File: config.mk
export PLATFORM = sky130hd
export DESIGN_NAME = vidirq_ctrl
export DESIGN_NICKNAME = d
export VERILOG_FILES = /design/src/rtl/vidirq_pkg.sv /design/src/rtl/vidirq_sync.sv /design/src/rtl/vidirq_status.sv /design/src/rtl/vidirq_ctrl.sv
export SDC_FILE = /design/constraint.sdc
export NUM_CORES = 1
export LEC_CHECK = 0
export ABC_AREA = 1
export BUFFER_PORTS_ARGS = -buffer_cell sky130_fd_sc_hd__buf_2
export CAP_MARGIN = 20
export CORE_MARGIN = 2
export CORE_UTILIZATION = 56
export CTS_BUF_LIST = sky130_fd_sc_hd__clkbuf_4 sky130_fd_sc_hd__clkbuf_8 sky130_fd_sc_hd__clkbuf_16
export CTS_CLUSTER_SIZE = 10
export DETAILED_ROUTE_END_ITERATION = 8
export GPL_TIMING_DRIVEN = 0
export HOLD_SLACK_MARGIN = 0.08
export PLACE_DENSITY = 0.81
export SLEW_MARGIN = 40
export SYNTH_ARGS = -nofsm -noshare
export SYNTH_HDL_FRONTEND = slang
export SYNTH_SLANG_ARGS = --single-unit
File: constraint.sdc
create_clock -name clk -period 1.25 [get_ports clk]
set_input_delay 0 -clock clk [delete_from_list [all_inputs] [get_ports clk]]
set_output_delay 0 -clock clk [all_outputs]
set_load 0.01 [all_outputs]
File: src/rtl/vidirq_pkg.sv
package vidirq_pkg;
    localparam int NOBJ      = 4;
    localparam int DW        = 8;
    localparam int SYNC_W    = 2 * NOBJ + 1;
    localparam logic [DW-1:0] VECTOR = 8'h03;

    typedef enum logic { SEL_OBJ = 1'b0, SEL_FRAME = 1'b1 } reg_sel_e;

    typedef struct packed {
        logic [NOBJ-1:0] coll;
        logic [NOBJ-1:0] done;
    } obj_stat_t;

    function automatic logic [DW-1:0] pad_frame(input logic f);
        return {{(DW-1){1'b0}}, f};
    endfunction
endpackage

File: src/rtl/vidirq_sync.sv
module vidirq_sync #(
    parameter int W = 1
) (
    input  logic         clk,
    input  logic         rst,
    input  logic [W-1:0] din,
    output logic [W-1:0] lvl,
    output logic [W-1:0] prev
);
    for (genvar i = 0; i < W; i++) begin : g_bit
        logic s1, s2, hist;
        always_ff @(posedge clk) begin
            if (rst) begin
                s1   <= 1'b0;
                s2   <= 1'b0;
                hist <= 1'b0;
            end else begin
                s1   <= din[i];
                s2   <= s1;
                hist <= s2;
            end
        end
        assign lvl[i]  = s2;
        assign prev[i] = hist;
    end
endmodule

File: src/rtl/vidirq_status.sv
module vidirq_status #(
    parameter int W = 8
) (
    input  logic         clk,
    input  logic         rst,
    input  logic [W-1:0] set,
    input  logic         clr_rd,
    input  logic         clr_vrst,
    output logic [W-1:0] q
);
    always_ff @(posedge clk) begin
        if (rst)                   q <= '0;
        else if (clr_rd || clr_vrst) q <= set;
        else                       q <= q | set;
    end

    // a clear with no new event empties the register
    assert_clear_R7: assert property (@(posedge clk) disable iff (rst)
        ((clr_rd || clr_vrst) && set == '0) |=> q == '0);
    // a new event survives any clear in the same cycle
    assert_event_survives_R8: assert property (@(posedge clk) disable iff (rst)
        (set != '0) |=> ((q & $past(set)) == $past(set)));
endmodule

File: src/rtl/vidirq_ctrl.sv
module vidirq_ctrl
    import vidirq_pkg::*;
(
    input  logic            clk,
    input  logic            rst,
    input  logic            vrst_in,
    input  logic [NOBJ-1:0] obj_done_in,
    input  logic [NOBJ-1:0] coll_in,
    input  logic            iack_in,
    input  logic            rd_en,
    input  logic            rd_addr,
    output logic [DW-1:0]   rd_data,
    output logic            irq_out,
    output logic [DW-1:0]   vec_data,
    output logic            vec_oe
);
    logic [SYNC_W-1:0] lvl, prev, rise;
    logic              vrst_rise, vrst_fall;
    obj_stat_t         obj_set, obj_q;
    logic              frame_q;
    reg_sel_e          sel;
    logic              rd_obj, rd_frame;

    vidirq_sync #(.W(SYNC_W)) u_sync (
        .clk (clk),
        .rst (rst),
        .din ({coll_in, obj_done_in, vrst_in}),
        .lvl (lvl),
        .prev(prev)
    );

    assign rise      = lvl & ~prev;
    assign vrst_rise = rise[0];
    assign vrst_fall = ~lvl[0] & prev[0];
    assign obj_set   = '{coll: rise[2*NOBJ:NOBJ+1], done: rise[NOBJ:1]};

    assign sel      = reg_sel_e'(rd_addr);
    assign rd_obj   = rd_en && (sel == SEL_OBJ);
    assign rd_frame = rd_en && (sel == SEL_FRAME);

    vidirq_status #(.W(DW)) u_obj_stat (
        .clk     (clk),
        .rst     (rst),
        .set     (obj_set),
        .clr_rd  (rd_obj),
        .clr_vrst(vrst_fall),
        .q       (obj_q)
    );

    vidirq_status #(.W(1)) u_frame_stat (
        .clk     (clk),
        .rst     (rst),
        .set     (vrst_rise),
        .clr_rd  (rd_frame),
        .clr_vrst(vrst_fall),
        .q       (frame_q)
    );

    always_ff @(posedge clk) begin
        if (rst)                              irq_out <= 1'b0;
        else if (vrst_rise || |obj_set.done)  irq_out <= 1'b1;
        else if (vrst_fall)                   irq_out <= 1'b0;
    end

    always_ff @(posedge clk) begin
        if (rst)       rd_data <= '0;
        else if (rd_en) rd_data <= (sel == SEL_FRAME) ? pad_frame(frame_q) : obj_q;
    end

    assign vec_oe   = iack_in;
    assign vec_data = iack_in ? VECTOR : '0;

    assert_vrst_raises_R1: assert property (@(posedge clk) disable iff (rst)
        vrst_rise |=> irq_out);
    assert_obj_raises_R2: assert property (@(posedge clk) disable iff (rst)
        (|obj_set.done) |=> irq_out);
    assert_vrst_end_clears_R3: assert property (@(posedge clk) disable iff (rst)
        (vrst_fall && !(|obj_set.done)) |=> (!irq_out && obj_q == $past(obj_set) && !frame_q));
    assert_vector_R4: assert property (@(posedge clk) disable iff (rst)
        vec_oe |-> vec_data == VECTOR);
    assert_read_keeps_irq_R7: assert property (@(posedge clk) disable iff (rst)
        (rd_en && !vrst_fall && !vrst_rise && !(|obj_set.done)) |=> $stable(irq_out));
endmodule

# ---- Word-level counts from Yosys, hierarchy flattened
# Cells that the tools add are included.
dict set report totals {
  ff_bits 45
  in_bits 14
}
dict set report op_classes {
  n_mux 6
  bitwise_logic 7
  reduce_logical 7
}
# op n
set op_table {}
lappend op_table {{two-way mux 8 bit} 2}
lappend op_table {{AND 9 bit} 1}
lappend op_table {{inverter 9 bit} 1}
lappend op_table {{OR 8 bit} 1}
lappend op_table {{OR reduction 4 bit} 1}
lappend op_table {{logical OR 1 bit} 3}
lappend op_table {{two-way mux 1 bit} 3}
lappend op_table {{logical AND 1 bit} 2}
lappend op_table {{two-way mux 2 bit} 1}
lappend op_table {{inverter 1 bit} 2}
lappend op_table {{nonzero test 2 bit} 1}
lappend op_table {{AND 1 bit} 1}
lappend op_table {{OR 1 bit} 1}

# ---- Depth between registers and ports, before layout
dict set report logic_depth {
  word_depth 5
  mapped_depth 6
  depth_no_buf 6
}

# ---- Hierarchy
# A second synthesis with hierarchy kept.
dict set report unflattened {
  cells_unflattened 226
  area_unflattened_um2 1801.7
}
# module n_inst cells_each area_each_um2
set by_module_without_submodules {}
lappend by_module_without_submodules {vidirq_sync 1 102 914.6}
lappend by_module_without_submodules {vidirq_ctrl 1 84 530.5}
lappend by_module_without_submodules {{vidirq_status at u_obj_stat} 1 34 306.5}
lappend by_module_without_submodules {{vidirq_status at u_frame_stat} 1 6 50.0}

# ---- Worst setup path after synthesis
# No wires, ideal clock.
dict set report synth_timing {
  path_type {reg-to-reg}
  from {register u_sync.g_bit[0].s2}
  to {register irq_out}
  setup_ns 0.058
  arrival_time_ns 0.767
  required_time_ns 1.192
  path_slack_ns 0.425
  stages_incl_launch_ff 6
  n_path_buf 0
  period_less_slack_ns 0.825
  path_cell_list {dfxtp_1 -> inv_2 -> nand2_4 -> nand2_1 -> or2_0 -> nand2_1}
}
dict set report synth_via {
  elab_chain_len 3
}
# element line
set synth_lines {}
lappend synth_lines {{start, declared} vidirq_sync.sv:11} ;# logic s1, s2, hist;
lappend synth_lines {{start signal, assigned} vidirq_sync.sv:15} ;# s2 <= 1'b0;
lappend synth_lines {{start signal, assigned} vidirq_sync.sv:19} ;# s2 <= s1;
lappend synth_lines {{AND 9 bit / inverter 1 bit (equally long branches)} {vidirq_ctrl.sv:32, vidirq_ctrl.sv:34}}
lappend synth_lines {{logical OR 1 bit / AND 1 bit (equally long branches)} {vidirq_ctrl.sv:61, vidirq_ctrl.sv:34}}
lappend synth_lines {{two-way mux 1 bit / nonzero test 2 bit (equally long branches)} -}
lappend synth_lines {{end signal, assigned} vidirq_ctrl.sv:60} ;# if (rst) irq_out <= 1'b0;
lappend synth_lines {{end signal, assigned} vidirq_ctrl.sv:61} ;# else if (vrst_rise || |obj_set.done) irq_out <= 1'b1;
lappend synth_lines {{end signal, assigned} vidirq_ctrl.sv:62} ;# else if (vrst_fall) irq_out <= 1'b0;
lappend synth_lines {{end, declared} vidirq_ctrl.sv:13} ;# output logic irq_out,
# Several ways; a longest one is shown, not always the timed one.
# A chain may end at the register's enable or synchronous reset.

==> qor.yml <==
run_status:
  run_status: "completed"
timing:
  fmax_ghz: 0.877
  fin_crit_sh_pct: 91.3
  final.hold.worst_slack_ns: 0.108
  final_max_slew_viol_count: 0
  post-route-worst-setup-slack_ns: 0.109
  rsz0062_at_grt: "no"
  tns_ns: 0
  fin_crit_ns: 1.14
  hold_viol_final: 0
  finalSetupViolations: 0
  fin_worst_skew_ns: 0.00806
place:
  gp_routability_congestion: 0.765
  place.detailed.hpwl_mm: 1.74
  post-place-ws_ns: 0.336
  place.port_buffers: 23
  placedCellCount: 240
floorplan:
  coreArea_sq_um: 2520
  rows: 18
  io_pins: 32
  design.die.area_sq_um: 3160
  die_h_um: 56.2
  floorplan.initialDensity_pct: 60.6
  die_w_um: 56.2
synth:
  synth_top_cells_by_area: "sky130_fd_sc_hd__dfxtp_1 (59%), sky130_fd_sc_hd__inv_1 (8.1%), sky130_fd_sc_hd__nand2_1 (7.9%), sky130_fd_sc_hd__nor2_1 (5.7%), sky130_fd_sc_hd__buf_4 (4.4%)"
  synth_sequential_area_ratio_pct: 59.0
  ys_types: 17
  post_synth_instance_area_sq_um: 1530
  synth.yosys.warnings: 0
  synth_area_per_cell_sq_um: 8.39
  synthesis.instances: 182
  synth_seq_cells: 45
  yosysTopAreaCellShare_pct: 59.0
  yosysTopAreaCell: "sky130_fd_sc_hd__dfxtp_1"
global_route:
  grt.overflow.total: 0
  grt_max_degree: 13
  vias_in_the_first_global_route: 1024
  grt_first_pass_wirelength_mm: 4.20
  overall_track_demand_over_capacity_in_global_routing_pct: 17.5
  number_of_antenna_violations_at_the_first_check_in_global_routing: 0
route:
  drt_pre_antenna_iters: 4
  wl_per_cell_um: 10.1
  detailedRoute.firstIterationViolations: 29
  routed_via_density: 4.59
  via_count: 1220
  postRouteWirelength_mm: 2.69
  ant_nets: 0
  drt_drc_violations_left: 0
pwr:
  vdd_ir_drop_max_mv: 1.08
  powerDensity_nw_per_um2: 1250
  power_leakage_nw: 0.963
clock_tree:
  clock_sink_count: 45
  cts_repair_resize_count: 0
  setup_bufs_post_cts: 0
  clk_transition_reported_paths_ns: 0.12
  cts_max_level: 2
  clock_latency_of_the_later_clocked_register_in_the_worst_skew_pair_ns: 0.34
  cts_tree: "yes"
  ctsLongestPathBuffers: 2
  clock-root-buffer: "sky130_fd_sc_hd__clkbuf_4"
  cts_inserted_buffers: 5
setup_path:
  worstPathArrival_ns: 1.43
  timing.critical_path.fanout_max: 2
  cp.required_ns: 1.54
  critPathLaunchType: "register"
  crit_path_cell_trace: "nand2_1 > a21oi_1 > dlygate4sd3_1"
  critPathKind: "reg -> reg"
  critPathSlowestCell: "sky130_fd_sc_hd__dlygate4sd3_1"
  critical_path.n_buffers_inverters: 1
  critPathTopFamily: "buffers and inverters"
  worstSetupEndpointType: "register"
  worst_path_largest_cell_delay_ns: 0.56
final_layout:
  num_antenna_cells: 0
  layout-drive-gt1-share_pct: 21.6
  number_of_standard_cells_in_the_layout_taps_in_and_fillers_out: 266
  area_growth_syn_to_layout_pct: 27.5
  multi_input_area_sq_um: 405
  count_of_fill_cells_added_during_filler_insertion: 180
  nets: 250
  ff_latch_area_sq_um: 901
run:
  maxCapViolations: 0
worst_hold_path:
  min-delay-path-class: "in -> reg"
area by class of cell:
class                   instances  share of cell area (%)
plain buffers                  14                    5.39
clock buffers                   7                    3.02
flip-flops and latches         45                    46.2
repair buffers                 42                    15.7
well taps                      30                    1.93
multi-input cells              92                    20.8
inverters                      36                    6.94
cells in the final DEF, fill, tap and decap left out, drive strengths merged:
master / count
buf: 37
o22ai: 4
conb: 6
nand2: 35
a21oi: 12
or2: 1
clkbuf: 7
dfxtp: 45
nor2: 24
nand3: 7
inv: 36
dlygate4sd3: 19
o21ai: 3
kinds of logic after synthesis:
| kind of cell | share of synthesized area [%] |
|---|---|
| flops | 59.0 |
| buf+inv | 15.7 |
| simple gates | 18.5 |
| other cells | 0.245 |
| compound gates | 6.55 |
worst min-delay path: cells and delay by family:
| kind | cells | cell delay [ns] |
|---|---|---|
| AND/OR/NAND/NOR | 4 | 0.24 |
| buffers and inverters | 2 | 0.16 |
layer usage:
layer | share of wire, % | global-route usage [%] | up-vias | routed length [um]
li1 | - | - | 632 | -
met1 | 42 | 19.1 | 533 | 1120
met2 | 49 | 29.7 | 44 | 1320
met3 | 6.2 | 5.35 | 11 | 166
met4 | 3.0 | 10.2 | 0 | 80
met5 | 0 | 0 | - | 0
synth_stat cells:
| library cell | n |
|---|---|
| sky130_fd_sc_hd__a21oi_1 | 12 |
| sky130_fd_sc_hd__buf_2 | 3 |
| sky130_fd_sc_hd__buf_4 | 9 |
| sky130_fd_sc_hd__buf_6 | 2 |
| sky130_fd_sc_hd__conb_1 | 1 |
| sky130_fd_sc_hd__dfxtp_1 | 45 |
| sky130_fd_sc_hd__inv_1 | 33 |
| sky130_fd_sc_hd__inv_2 | 3 |
| sky130_fd_sc_hd__nand2_1 | 32 |
| sky130_fd_sc_hd__nand2_2 | 2 |
| sky130_fd_sc_hd__nand2_4 | 1 |
| sky130_fd_sc_hd__nand3_1 | 7 |
| sky130_fd_sc_hd__nor2_1 | 23 |
| sky130_fd_sc_hd__nor2_4 | 1 |
| sky130_fd_sc_hd__o21ai_0 | 3 |
| sky130_fd_sc_hd__o22ai_1 | 4 |
| sky130_fd_sc_hd__or2_0 | 1 |
repair_timing:
action | CTS | global route
setup endpoints to repair | 0 | 1
hold buffers | 16 | 4
endpoints found under the hold margin | 37 | 1
worst paths after layout:
| check | start | to | slack [ns] | cells past startpoint |
|---|---|---|---|---|
| max | rd_data[4] | rd_data[4] | 0.11 | 3 |
| min | rd_addr | rd_data[0] | 0.11 | 6 |
| max reg2reg | rd_data[4] | rd_data[4] | 0.11 | 3 |
| min reg2reg | u_sync.g_bit[8].s1 | u_sync.g_bit[8].s2 | 0.41 | 2 |
where the power goes:
| group | internal, mW | total, mW | leakage (nW) | switching (mW) |
|---|---|---|---|---|
| clock | 0.288 | 0.693 | 0.0348 | 0.405 |
| sequential | 1.49 | 1.51 | 0.369 | 0.0217 |
| combinational | 0.121 | 0.237 | 0.560 | 0.116 |
| total | 1.90 | 2.44 | 0.963 | 0.542 |
state kept, by name, indices dropped and copies added, names as in the netlist:
| signal | flops |
|---|---|
| u_frame_stat.q | 1 |
| u_sync.g_bit.s1 | 9 |
| u_sync.g_bit.s2 | 9 |
| u_obj_stat.q | 8 |
| rd_data | 8 |
| irq_out | 1 |
| u_sync.g_bit.hist | 9 |
stage by stage:
stage | utilization [%] | instance area [sq um] | total power [mW]
6_report | 77.2 | 1950 | 2.44
2_1_floorplan | - | 1550 | 1.68
5_1_grt | 77.2 | 1950 | 2.55
3_5_place_dp | 67.4 | 1700 | 1.73
4_1_cts | 76.0 | 1920 | 2.44
3_3_place_gp | 67.4 | 1700 | 1.72
Power figures use the tool's default switching activity.
